File: src/rtl/alink_pwr_pkg.sv
package alink_pwr_pkg;

    localparam int TAG_W    = 13;
    localparam int ADDR_W   = 7;
    localparam int DATA_W   = 16;
    localparam logic [ADDR_W-1:0] PD_REG_ADDR = 7'h26;
    localparam int PD_BIT   = 12;

    typedef enum logic [2:0] {
        ST_ACTIVE,
        ST_ARMED,
        ST_HALT,
        ST_WARM,
        ST_COLD,
        ST_WAIT
    } link_st_e;

    typedef enum logic [1:0] {
        WK_NONE,
        WK_WARM,
        WK_COLD
    } wake_kind_e;

    typedef struct packed {
        logic              valid;
        logic [ADDR_W-1:0] addr;
        logic [DATA_W-1:0] data;
    } codec_wr_t;

    // Frame-valid bit plus the command and data slots.
    function automatic logic [TAG_W-1:0] pd_tag_mask();
        logic [TAG_W-1:0] m;
        m = '0;
        for (int i = 0; i < 3; i++) m[i] = 1'b1;
        return m;
    endfunction

    // A cold reset outranks the sync-based wake paths.
    function automatic wake_kind_e pick_wake(input logic cold, input logic warm,
                                             input logic ext);
        if (cold)             return WK_COLD;
        else if (warm || ext) return WK_WARM;
        else                  return WK_NONE;
    endfunction

endpackage

File: src/rtl/alink_pd_decode.sv
module alink_pd_decode
    import alink_pwr_pkg::*;
(
    input  codec_wr_t        wr,
    input  logic             shut_off_en,
    input  logic             allow,
    input  logic [TAG_W-1:0] tag_in,
    output logic             pd_hit,
    output logic             pd_ok,
    output logic [TAG_W-1:0] tag_out
);
    always_comb begin
        pd_hit  = wr.valid && (wr.addr == PD_REG_ADDR) && wr.data[PD_BIT];
        pd_ok   = pd_hit && shut_off_en && allow;
        tag_out = pd_ok ? (tag_in & pd_tag_mask()) : tag_in;
    end
endmodule

File: src/rtl/alink_pulse_timer.sv
module alink_pulse_timer #(
    parameter int PULSE_CYC = 125
) (
    input  logic clk,
    input  logic rst,
    input  logic start,
    output logic busy,
    output logic done
);
    localparam int CW = $clog2(PULSE_CYC + 1);
    localparam logic [CW-1:0] LAST = CW'(PULSE_CYC - 1);

    logic [CW-1:0] cnt_q;

    always_ff @(posedge clk) begin
        if (rst) begin
            busy  <= 1'b0;
            cnt_q <= '0;
        end else if (start) begin
            busy  <= 1'b1;
            cnt_q <= '0;
        end else if (busy) begin
            if (cnt_q == LAST) busy <= 1'b0;
            cnt_q <= cnt_q + 1'b1;
        end
    end

    assign done = busy && (cnt_q == LAST);


    pulse_len_chk: assert property (@(posedge clk) disable iff (rst)
        busy |-> (cnt_q < CW'(PULSE_CYC)));
endmodule

File: src/rtl/alink_bclk_mon.sv
module alink_bclk_mon #(
    parameter int WAKE_EDGES  = 4,
    parameter int SYNC_STAGES = 2
) (
    input  logic clk,
    input  logic rst,
    input  logic bit_clk,
    input  logic clr,
    output logic woke
);
    localparam int EW = $clog2(WAKE_EDGES + 1);

    logic [SYNC_STAGES:0] sh_q;
    logic [EW-1:0]        ecnt_q;
    logic                 rise;

    always_ff @(posedge clk) begin
        if (rst) sh_q <= '0;
        else     sh_q <= {sh_q[SYNC_STAGES-1:0], bit_clk};
    end

    assign rise = sh_q[SYNC_STAGES-1] && !sh_q[SYNC_STAGES];

    always_ff @(posedge clk) begin
        if (rst || clr)                          ecnt_q <= '0;
        else if (rise && ecnt_q < EW'(WAKE_EDGES)) ecnt_q <= ecnt_q + 1'b1;
    end

    assign woke = (ecnt_q == EW'(WAKE_EDGES));


    edge_cnt_chk: assert property (@(posedge clk) disable iff (rst)
        clr |=> (ecnt_q == '0));
endmodule

File: src/rtl/alink_pwr_ctl.sv
module alink_pwr_ctl
    import alink_pwr_pkg::*;
#(
    parameter int CLK_MHZ    = 125,
    parameter int PULSE_US   = 1,
    parameter int WAKE_EDGES = 4
) (
    input  logic             clk,
    input  logic             rst,
    input  logic             shut_off_en,
    input  logic             wr_valid,
    input  logic [6:0]       wr_addr,
    input  logic [15:0]      wr_data,
    input  logic [12:0]      tag_in,
    output logic [12:0]      tag_out,
    input  logic             frame_done,
    input  logic             sync_in,
    input  logic             sdout_in,
    input  logic             bit_clk,
    input  logic             ext_wake,
    input  logic             warm_req,
    input  logic             cold_req,
    output logic             sync_out,
    output logic             sdout_out,
    output logic             codec_rst_n,
    output logic             link_active,
    output logic             pd_refused
);
    localparam int PULSE_CYC = CLK_MHZ * PULSE_US;

    link_st_e   st_q, st_d;
    codec_wr_t  wr;
    wake_kind_e wk;
    logic       pd_hit, pd_ok, allow;
    logic       tmr_start, tmr_busy, tmr_done;
    logic       woke, pd_ref_q;

    assign wr    = '{valid: wr_valid, addr: wr_addr, data: wr_data};
    assign allow = (st_q == ST_ACTIVE);
    assign wk    = pick_wake(cold_req, warm_req, ext_wake);

    alink_pd_decode u_dec (
        .wr          (wr),
        .shut_off_en (shut_off_en),
        .allow       (allow),
        .tag_in      (tag_in),
        .pd_hit      (pd_hit),
        .pd_ok       (pd_ok),
        .tag_out     (tag_out)
    );

    alink_pulse_timer #(.PULSE_CYC(PULSE_CYC)) u_tmr (
        .clk   (clk),
        .rst   (rst),
        .start (tmr_start),
        .busy  (tmr_busy),
        .done  (tmr_done)
    );

    alink_bclk_mon #(.WAKE_EDGES(WAKE_EDGES)) u_bcm (
        .clk     (clk),
        .rst     (rst),
        .bit_clk (bit_clk),
        .clr     (st_q != ST_WAIT),
        .woke    (woke)
    );

    always_comb begin
        st_d      = st_q;
        tmr_start = 1'b0;
        unique case (st_q)
            ST_ACTIVE: if (pd_ok) st_d = ST_ARMED;
            ST_ARMED:  if (frame_done) st_d = ST_HALT;
            ST_HALT: begin
                if (wk == WK_COLD) begin
                    st_d = ST_COLD;
                    tmr_start = 1'b1;
                end else if (wk == WK_WARM) begin
                    st_d = ST_WARM;
                    tmr_start = 1'b1;
                end
            end
            ST_WARM:   if (tmr_done) st_d = ST_WAIT;
            ST_COLD:   if (tmr_done) st_d = ST_WAIT;
            ST_WAIT:   if (woke) st_d = ST_ACTIVE;
            default:   st_d = ST_ACTIVE;
        endcase
    end

    always_ff @(posedge clk) begin
        if (rst) begin
            st_q     <= ST_ACTIVE;
            pd_ref_q <= 1'b0;
        end else begin
            st_q     <= st_d;
            pd_ref_q <= pd_hit && !shut_off_en && allow;
        end
    end

    always_comb begin
        link_active = (st_q == ST_ACTIVE) || (st_q == ST_ARMED);
        codec_rst_n = (st_q != ST_COLD);
        sdout_out   = link_active ? sdout_in : 1'b0;
        if (link_active)          sync_out = sync_in;
        else if (st_q == ST_WARM) sync_out = 1'b1;
        else                      sync_out = 1'b0;
    end

    assign pd_refused = pd_ref_q;


    halt_entry_chk: assert property (@(posedge clk) disable iff (rst)
        (st_q == ST_ARMED && frame_done) |=> (st_q == ST_HALT));

    refuse_cause_chk: assert property (@(posedge clk) disable iff (rst)
        pd_refused |-> $past(!shut_off_en && wr_valid));

    cold_prio_chk: assert property (@(posedge clk) disable iff (rst)
        (st_q == ST_HALT && cold_req) |=> (st_q == ST_COLD));

    active_ignore_chk: assert property (@(posedge clk) disable iff (rst)
        (st_q == ST_ACTIVE) |=> (st_q == ST_ACTIVE || st_q == ST_ARMED));

    wait_exit_chk: assert property (@(posedge clk) disable iff (rst)
        (st_q == ST_WAIT) |=> (st_q == ST_WAIT || st_q == ST_ACTIVE));

    timer_match_chk: assert property (@(posedge clk) disable iff (rst)
        (st_q == ST_WARM || st_q == ST_COLD) |-> tmr_busy);
endmodule

File: config.mk
export PLATFORM = sky130hd
export DESIGN_NAME = alink_pwr_ctl
export DESIGN_NICKNAME = d
export VERILOG_FILES = /design/src/rtl/alink_pwr_pkg.sv /design/src/rtl/alink_pd_decode.sv /design/src/rtl/alink_pulse_timer.sv /design/src/rtl/alink_bclk_mon.sv /design/src/rtl/alink_pwr_ctl.sv
export SDC_FILE = /design/constraint.sdc
export NUM_CORES = 1
export LEC_CHECK = 0
export BUFFER_PORTS_ARGS = -buffer_cell sky130_fd_sc_hd__buf_2
export CAP_MARGIN = 20
export CORE_AREA = 2 2 47 70
export DETAILED_ROUTE_END_ITERATION = 16
export DIE_AREA = 0 0 49 72
export PLACE_DENSITY = 0.72
export SLEW_MARGIN = 20
export SYNTH_ARGS = -nofsm -noshare
export SYNTH_HDL_FRONTEND = slang
export SYNTH_SLANG_ARGS = --single-unit
File: constraint.sdc
create_clock -name clk -period 1.5 [get_ports clk]
set_clock_uncertainty 0.15 [all_clocks]
set_input_delay 0.075 -clock clk [delete_from_list [all_inputs] [get_ports clk]]
set_output_delay 0.075 -clock clk [all_outputs]
set_load 0.03 [all_outputs]
==> flow_metrics.tcl, run 1 <==
set metrics [dict create \
    status "finished with violations" \
    violations "setup timing" \
    end_kind "output port" \
    hp-class "in2out" \
    path_cells "or3_4, nor3_4, and2b_1, buf_6" \
    final_nets 239 \
    synth_warnings 0 \
    p_leak_nw 0.711 \
    synth-main-ff-cell "dfxtp_1" \
    required_ns 1.27 \
    synth-xor-area-share 0.0574 \
    io_pins 65 \
    fin_tns_setup_ns -3.05 \
    die_area_um2 3530 \
    overflow 0 \
    cts_tree "yes" \
    yosysSeqAreaShare 0.338 \
    drv_cap 0 \
    rsz0062_at_grt "yes" \
    clkSlewWorstSetupHoldPaths_ns 0.07 \
    fin_ws_ns -0.290 \
    synth-adder-area-share 0.0469 \
    htree_levels 1 \
    cp_max_fo 5 \
    via_count 1113 \
    ir_drop_uv 989 \
    area_growth_pct 53.2 \
    io_buffers 43 \
    drv_slew 0 \
    coreArea_um2 2910 \
    avgSynthCellArea_um2 8.61 \
    synthCells 124 \
    finalCritPeriodShare 1.19 \
    power_w 0.00191 \
    dp_hpwl_um 2040 \
    detail_route.vias_per_cell 4.92 \
    async_flop_share 0 \
    fmax_ghz 0.559 \
    layout_commonest_cell "buf_2" \
    syn_nets 175 \
    synth_cell_type_count 40 \
    grt_pass1_vias 1174 \
    grt.total_usage 0.171 \
    slew_headroom 0.714 \
    synth_compound_area_frac 0.109 \
    worst_hold_path.num_cells 0 \
    cts_root_buf "clkbuf_8" \
    drt_first_pass_iters 4 \
    start_kind "flip-flop" \
    grt_max_degree 11 \
    synth_top_family_by_area "simple AND/OR/NAND/NOR gates" \
    wl_per_cell_um 12.8 \
    period_minus_slack_ns 1.79 \
    clock-sinks 18 \
    gp_congestion 0.792 \
    drt_iter0_markers 26 \
    ant_nets 0 \
    synth_edf_count 0 \
    p_per_area_nw_per_um2 1170 \
    synth_seq_cells 18 \
    worstRegToRegCells 5 \
    numCtsBuffers 3 \
    clock_latency_ns 0.26 \
    wirelength_um 2900 \
    netlist_area_um2 1070 \
    remaining_drc_errors 0 \
    start_util 0.366 \
    setup_viol 14 \
    drive_gt1_frac 0.428 \
    die_w_um 49 \
    antenna_found_initial 0 \
    critical_path_class "reg2out" \
    synthMuxAreaShare 0.0188 \
    antennaDiodeCount 0 \
    worst_pin_slew_ns 0.428 \
    synthSimpleGateAreaFrac 0.353 \
    grt_pass1_wl_um 4790 \
    cp_data_arrival_time_ns 1.56 \
    hold_viol_final 0 \
    clockBufferDepth 2 \
    slowest_stage "or3_4" \
    final_cell_mix "30 x buf_2, 21 x buf_4, 16 x dfxtp_1" \
    rows 24 \
    slowest_delay_ns 0.40 \
    die_h_um 72 \
    holdWs_ns 0.0000653 \
]
==> power by group <==
part,internal (W),total [W],switching (W)
registers,0.000528,0.000559,0.0000312
logic,0.000490,0.000946,0.000456
clock network,0.000234,0.000402,0.000168
==> final cells by class <==
cell class / count / area, um^2
Clock buffer: 4 / 55.1
Fill cell: 264 / 1280
Inverter: 8 / 30.0
Multi-Input combinational cell: 90 / 658
Sequential cell: 18 / 363
Tap cell: 39 / 48.8
Timing Repair Buffer: 67 / 480
==> final timing paths <==
path,from,endpoint,slack [ns]
worst min register to register,u_bcm.sh_q[0]$_SDFF_PP0_,u_bcm.sh_q[1]$_SDFF_PP0_,0.31
worst max register to register,st_q[0]$_SDFFE_PP0P_,st_q[1]$_SDFFE_PP0P_,-0.10
worst max-delay path,st_q[0]$_SDFFE_PP0P_,tag_out[10],-0.29
worst min-delay path,tag_in[2],tag_out[2],0.00007
==> synthesized netlist by cell type (all sizes together) (2+ instances only) <==
library cell | n | area, um^2
a31oi | 2 | 12.5
nor3 | 3 | 26.3
or3 | 2 | 17.5
mux2i | 2 | 20.0
xnor2 | 5 | 43.8
xor2 | 2 | 17.5
nand3 | 4 | 20.0
nor3b | 3 | 22.5
dfxtp | 18 | 360
nand2b | 7 | 43.8
inv | 8 | 30.0
nand2 | 6 | 22.5
and2b | 4 | 30.0
nor2b | 10 | 62.6
ha | 4 | 50.1
nand4 | 3 | 18.8
a21oi | 4 | 23.8
buf | 7 | 48.8
nor2 | 14 | 52.6
==> layer usage <==
metal / routed length (um) / vias up / track usage / share of wire
met2: 1580 / 55 / 0.350 / 0.54
met5: 0 / - / 0 / 0
met3: 177 / 11 / 0.0412 / 0.061
li1: - / 545 / - / -
met1: 1090 / 502 / 0.158 / 0.37
met4: 63 / 0 / 0.0635 / 0.022
==> worst max-delay path: cells and delay by family, from the launching register on <==
kind / cells / cell delay (ns)
buffers and inverters: 1 / 0.14
flip-flops: 1 / 0.33
AND/OR/NAND/NOR: 3 / 0.83
==> flip-flops by register name (all words and copies together) (netlist names) <==
| name | flops |
|---|---|
| u_bcm.ecnt_q | 3 |
| u_tmr.busy | 1 |
| st_q | 3 |
| u_bcm.sh_q | 3 |
| pd_refused | 1 |
| u_tmr.cnt_q | 7 |
==> through the flow <==
stage	util	std cells	instance area, um^2	worst slack (ns)
6_report	0.561	226	1640	-0.290
5_1_grt	0.561	226	1640	-0.330
4_1_cts	0.550	225	1600	-0.327
3_5_place_dp	0.479	212	1400	-0.155
3_3_place_gp	0.479	212	1400	-0.0163
2_1_floorplan	-	124	1080	-0.0835
==> kinds of logic after synthesis <==
kind of cell / Yosys count
buffers and inverters: 16
and+or+nand+nor: 63
xor gates and xnor gates: 7
adders and majority gates: 4
muxes: 2
AOI/OAI and AO/OA: 14
DFF: 18
==> timing repair <==
| action | CTS | global route |
|---|---|---|
| setup endpoints to repair | 18 | 23 |
| resized for setup | 24 | 8 |
| hold buffers | 6 | 0 |
| setup buffers | 3 | 2 |
| endpoints found under the hold margin | 6 | 0 |
| pin swaps | 5 | 3 |
(Power assumes the default switching activity.)
==> run 2, diff against run 1 <==
==> constraint.sdc (replaced) <==
create_clock -name clk -period 1.5 [get_ports clk]
set_clock_uncertainty 0.15 [all_clocks]
set_input_delay 0.15 -clock clk [delete_from_list [all_inputs] [get_ports clk]]
set_output_delay 0.15 -clock clk [all_outputs]
set_load 0.03 [all_outputs]
==> flow_metrics.tcl, run 2 (synthesis results as in run 1) <==
set metrics [dict create \
    status "finished with violations" \
    violations "setup timing" \
    period_minus_slack_ns 1.83 \
    drt_first_pass_iters 4 \
    grt_max_degree 11 \
    final_nets 232 \
    numCtsBuffers 3 \
    overflow 0 \
    drt_iter0_markers 10 \
    drive_gt1_frac 0.450 \
    largest_reg_flops 7 \
    layout_commonest_cell "buf_2" \
    drv_cap 0 \
    cp_data_arrival_time_ns 1.53 \
    hold_viol_final 0 \
    rsz0062_at_grt "yes" \
    clock_latency_ns 0.26 \
    combPwrFrac 0.494 \
    grt_pass1_wl_um 4640 \
    met2_usage 0.333 \
    start_kind "flip-flop" \
    io_buffers 43 \
    cts_setup_buffers 0 \
    grt_busiest_layer "met2" \
    dp_hpwl_um 2080 \
    wl_per_cell_um 12.5 \
    setup_viol 16 \
    htree_levels 1 \
    hp-class "in2reg" \
    ant_nets 0 \
    grt.total_usage 0.166 \
    io_pins 65 \
    slowest_delay_ns 0.39 \
    wirelength_um 2740 \
    power.switching_w 0.000662 \
    fillers 259 \
    detail_route.vias_per_cell 4.93 \
    holdWs_ns 0.0102 \
    drv_slew 0 \
    finalCritPeriodShare 1.22 \
    p_leak_nw 0.683 \
    slew_headroom 0.739 \
    antennaDiodeCount 0 \
    cts_root_buf "clkbuf_8" \
    gp_congestion 0.825 \
    rows 24 \
    p_per_area_nw_per_um2 1190 \
    start_util 0.366 \
    antenna_found_initial 0 \
    grt_pass1_vias 1136 \
    stdcell_count 219 \
    fmax_ghz 0.547 \
    remaining_drc_errors 0 \
    clockBufferDepth 2 \
    use_met1 0.158 \
    dp.cells 213 \
    slowest_stage "or3_4" \
    final_cell_mix "31 x buf_2, 15 x buf_4, 15 x dfxtp_1" \
    path_cells "or3_4, nor3_4, and2b_1, buf_6" \
    required_ns 1.20 \
    swShare 0.349 \
    largest_register "u_tmr.cnt_q" \
    via_count 1080 \
    pwr-share-seq 0.296 \
    intPower_w 0.00123 \
    clkPwrFrac 0.210 \
    cts_tree "yes" \
    worst_pin_slew_ns 0.387 \
    critical_path_class "reg2out" \
    coreArea_um2 2910 \
    die_area_um2 3530 \
    die_w_um 49 \
    area_growth_pct 49.4 \
    ir_drop_uv 918 \
    clkSlewWorstSetupHoldPaths_ns 0.07 \
    cp_max_fo 5 \
    met3_usage 0.0412 \
    fin_ws_ns -0.328 \
    clock-sinks 18 \
    die_h_um 72 \
    end_kind "output port" \
]
==> run 2: changes by cell type in the layout (fill, tap and decap cells not counted), sizes merged <==
cell / previous run / this run
buf: 61 / 58
dlygate4sd3: 6 / 2
==> run 2: cell type report <==
class	count	area [um^2]	share of cell area
well taps	39	48.8	0.0306
multi-input cells	90	673	0.422
repair buffers	60	423	0.265
inverters	8	30.0	0.0188
clock buffers	4	55.1	0.0345
flip-flops and latches	18	364	0.228
==> run 2: worst max-delay path: cells and delay by family, from the launching register on <==
| family | cells | cell delay, ns |
|---|---|---|
| AND/OR/NAND/NOR | 3 | 0.80 |
| flip-flops | 1 | 0.32 |
| buffers and inverters | 1 | 0.14 |
==> run 2: per-layer routing <==
| layer | up-vias | share of wire |
|---|---|---|
| li1 | 528 | - |
| met1 | 496 | 0.41 |
| met2 | 49 | 0.52 |
| met3 | 7 | 0.052 |
| met4 | 0 | 0.022 |
| met5 | - | 0 |
==> run 2: power groups by stage <==
| stage | clock network, W | logic (W) | registers (W) |
|---|---|---|---|
| 3_5_place_dp | 0 | 0.000795 | 0.000564 |
| 3_3_place_gp | 0 | 0.000765 | 0.000560 |
| 6_report | 0.000398 | 0.000936 | 0.000561 |
| 4_1_cts | 0.000411 | 0.000919 | 0.000558 |
| 5_1_grt | 0.000424 | 0.00100 | 0.000567 |
| 2_1_floorplan | 0 | 0.000550 | 0.000557 |
==> run 2: stage by stage <==
| step | power [W] | instance area, um^2 | TNS (ns) | setup WS (ns) | utilization |
|---|---|---|---|---|---|
| final | 0.00190 | 1590 | -3.44 | -0.328 | 0.547 |
| after global routing | 0.00199 | 1590 | -4.41 | -0.398 | 0.547 |
| after CTS | 0.00189 | 1560 | -3.57 | -0.337 | 0.537 |
| after detailed placement | 0.00136 | 1400 | -2.92 | -0.287 | 0.482 |
| after global placement | 0.00133 | 1400 | -1.73 | -0.169 | 0.482 |
| after floorplan | 0.00111 | 1080 | -1.10 | -0.158 | - |
==> run 2: final timing paths <==
| kind | from | endpoint | slack, ns | cells past startpoint |
|---|---|---|---|---|
| worst max-delay path | st_q[2]$_SDFFE_PP0P_ | tag_out[8] | -0.33 | 4 |
| worst min-delay path | shut_off_en | pd_refused$_SDFF_PP0_ | 0.01 | 3 |
| worst max register to register | st_q[2]$_SDFFE_PP0P_ | st_q[1]$_SDFFE_PP0P_ | -0.05 | 5 |
| worst min register to register | u_bcm.sh_q[0]$_SDFF_PP0_ | u_bcm.sh_q[1]$_SDFF_PP0_ | 0.30 | 1 |
==> run 2: repair_timing <==
item                                    4_1_cts  5_1_grt
endpoints found under the setup margin       24       24
hold buffers                                  2        0
endpoints found under the hold margin         2        0
gates resized for setup                      25       16
pin swaps                                     4        1
==> run 3, diff against run 2 <==
--- a/config.mk
+++ b/config.mk
@@ -5,12 +5,12 @@
 export SDC_FILE = /design/constraint.sdc
 export NUM_CORES = 1
 export LEC_CHECK = 0
-export BUFFER_PORTS_ARGS = -buffer_cell sky130_fd_sc_hd__buf_2
 export CAP_MARGIN = 20
-export CORE_AREA = 2 2 47 70
+export CORE_AREA = 2 2 48 50
 export DETAILED_ROUTE_END_ITERATION = 16
-export DIE_AREA = 0 0 49 72
-export PLACE_DENSITY = 0.72
+export DIE_AREA = 0 0 50 52
+export DONT_BUFFER_PORTS = 1
+export PLACE_DENSITY = 0.67
 export SLEW_MARGIN = 20
 export SYNTH_ARGS = -nofsm -noshare
 export SYNTH_HDL_FRONTEND = slang
==> constraint.sdc (replaced) <==
create_clock -name clk -period 2 [get_ports clk]
set_clock_uncertainty 0.15 [all_clocks]
set_input_delay 0.2 -clock clk [delete_from_list [all_inputs] [get_ports clk]]
set_output_delay 0.2 -clock clk [all_outputs]
set_load 0.02 [all_outputs]
==> flow_metrics.tcl, run 3 (synthesis results as in run 1) <==
set metrics [dict create \
    status "finished, final reports clean" \
    rr_endpoint "st_q[0]$_SDFFE_PP0P_" \
    fmax_ghz 0.523 \
    largest_reg_flops 7 \
    final_cell_mix "17 x dfxtp_1, 14 x nor2_1, 9 x nor2b_1" \
    antenna_found_initial 0 \
    via_count 854 \
    multi_input_area_um2 627 \
    slowest_stage "or3_4" \
    p_per_area_nw_per_um2 886 \
    drv_cap 0 \
    finalCritPeriodShare 0.956 \
    fin_tns_setup_ns 0 \
    clock_latency_ns 0.29 \
    io_pins 65 \
    rrSetupSlack_ns 0.41 \
    power_w 0.00106 \
    critPathCapture "tag_out[12]" \
    stdcell_count 159 \
    htree_levels 1 \
    largest_register "u_tmr.cnt_q" \
    worstRegToRegCells 6 \
    cp_max_fo 6 \
    io_buffers 0 \
    final_util 0.566 \
    hold_viol_final 0 \
    grt.total_usage 0.169 \
    detail_route.vias_per_cell 5.37 \
    numCtsBuffers 3 \
    clockBufferDepth 2 \
    area_growth_pct 11.7 \
    fillers 194 \
    slowest_delay_ns 0.43 \
    setup.worst_path.start "st_q[2]$_SDFFE_PP0P_" \
    die_w_um 50 \
    antennaDiodeCount 0 \
    seqCellArea_um2 362 \
    wirelength_um 2060 \
    critical_path_class "reg2out" \
    path_cells "or3_4, nor3_4, buf_4, nor2b_1" \
    start_kind "flip-flop" \
    wl_per_cell_um 12.9 \
    layout_commonest_cell "dfxtp_1" \
    ant_nets 0 \
    remaining_drc_errors 0 \
    grt_pass1_wl_um 3300 \
    drt_iter0_markers 7 \
    end_kind "output port" \
    clkSlewWorstSetupHoldPaths_ns 0.10 \
    grt_max_degree 12 \
    start_util 0.507 \
    rows 17 \
    cts_tree "yes" \
    final_nets 183 \
    clock-sinks 18 \
    ir_drop_uv 606 \
    drt_first_pass_iters 4 \
    coreArea_um2 2110 \
    die_h_um 52 \
    drive_gt1_frac 0.130 \
    drv_slew 0 \
    slew_headroom 0.691 \
    required_ns 1.65 \
    gp_congestion 0.786 \
    r2r_start "u_tmr.cnt_q[0]$_SDFFE_PP0P_" \
    overflow 0 \
    hp-class "in2reg" \
    grt_pass1_vias 774 \
    die_area_um2 2600 \
    cts_root_buf "clkbuf_4" \
    dp.cells 146 \
    cp_data_arrival_time_ns 1.56 \
    dp_hpwl_um 1500 \
    period_minus_slack_ns 1.91 \
    setup_viol 0 \
    worst_pin_slew_ns 0.464 \
    rsz0062_at_grt "no" \
    p_leak_nw 0.425 \
]
run 3: report_power, final:
part / total [W] / internal, W / switching (W)
sequential: 0.000442 / 0.000394 / 0.0000475
combinational: 0.000395 / 0.000175 / 0.000220
clock: 0.000220 / 0.000111 / 0.000109
total: 0.00106 / 0.000680 / 0.000376
run 3: worst min path at each step:
| stage | from | to | slack, ns | cells after the start |
|---|---|---|---|---|
| floorplan | bit_clk | u_bcm.sh_q[0]$_SDFF_PP0_ | 0.18 | 1 |
| global placement | rst | st_q[1]$_SDFFE_PP0P_ | 0.12 | 1 |
| detailed placement | rst | st_q[1]$_SDFFE_PP0P_ | 0.12 | 1 |
| CTS | cold_req | st_q[2]$_SDFFE_PP0P_ | 0.03 | 2 |
| global route | cold_req | st_q[2]$_SDFFE_PP0P_ | 0.08 | 2 |
| finish | cold_req | st_q[2]$_SDFFE_PP0P_ | 0.05 | 2 |
run 3: worst max-delay path, delay by kind of cell (launching register included):
family	cells	cell delay, ns
DFF	1	0.35
buffers and inverters	1	0.17
and+or+nand+nor	3	0.75
run 3: area by class of cell:
type	count	area share
Sequential cell	18	0.303
Clock buffer	4	0.0304
Inverter	8	0.0252
Tap cell	28	0.0294
Multi-Input combinational cell	90	0.526
Timing Repair Buffer	11	0.0860
run 3: per-stage QoR:
step / instance area, um^2 / hold WS [ns] / worst slack [ns]
after detailed placement: 1060 / 0.122 / 0.308
after floorplan: 1070 / 0.178 / 0.327
after global routing: 1190 / 0.0831 / 0.00567
final: 1190 / 0.0502 / 0.0885
after global placement: 1060 / 0.119 / 0.323
after CTS: 1190 / 0.0305 / 0.0380
run 3: timing repair:
item / CTS / global route
setup endpoints to repair: 4 / 10
hold buffers: 8 / 0
gates resized for setup: 0 / 2
gates cloned: 0 / 0
hold endpoints to repair: 8 / 0
pin swaps: 1 / 0
buffers inserted: 1 / 0
run 3: layer usage:
layer | global-route usage | wire [um] | vias up
met3 | 0.0431 | 97 | 5
met5 | 0 | 0 | -
met1 | 0.183 | 816 | 390
met4 | 0.0741 | 29 | 0
met2 | 0.309 | 1110 | 30
li1 | - | - | 429
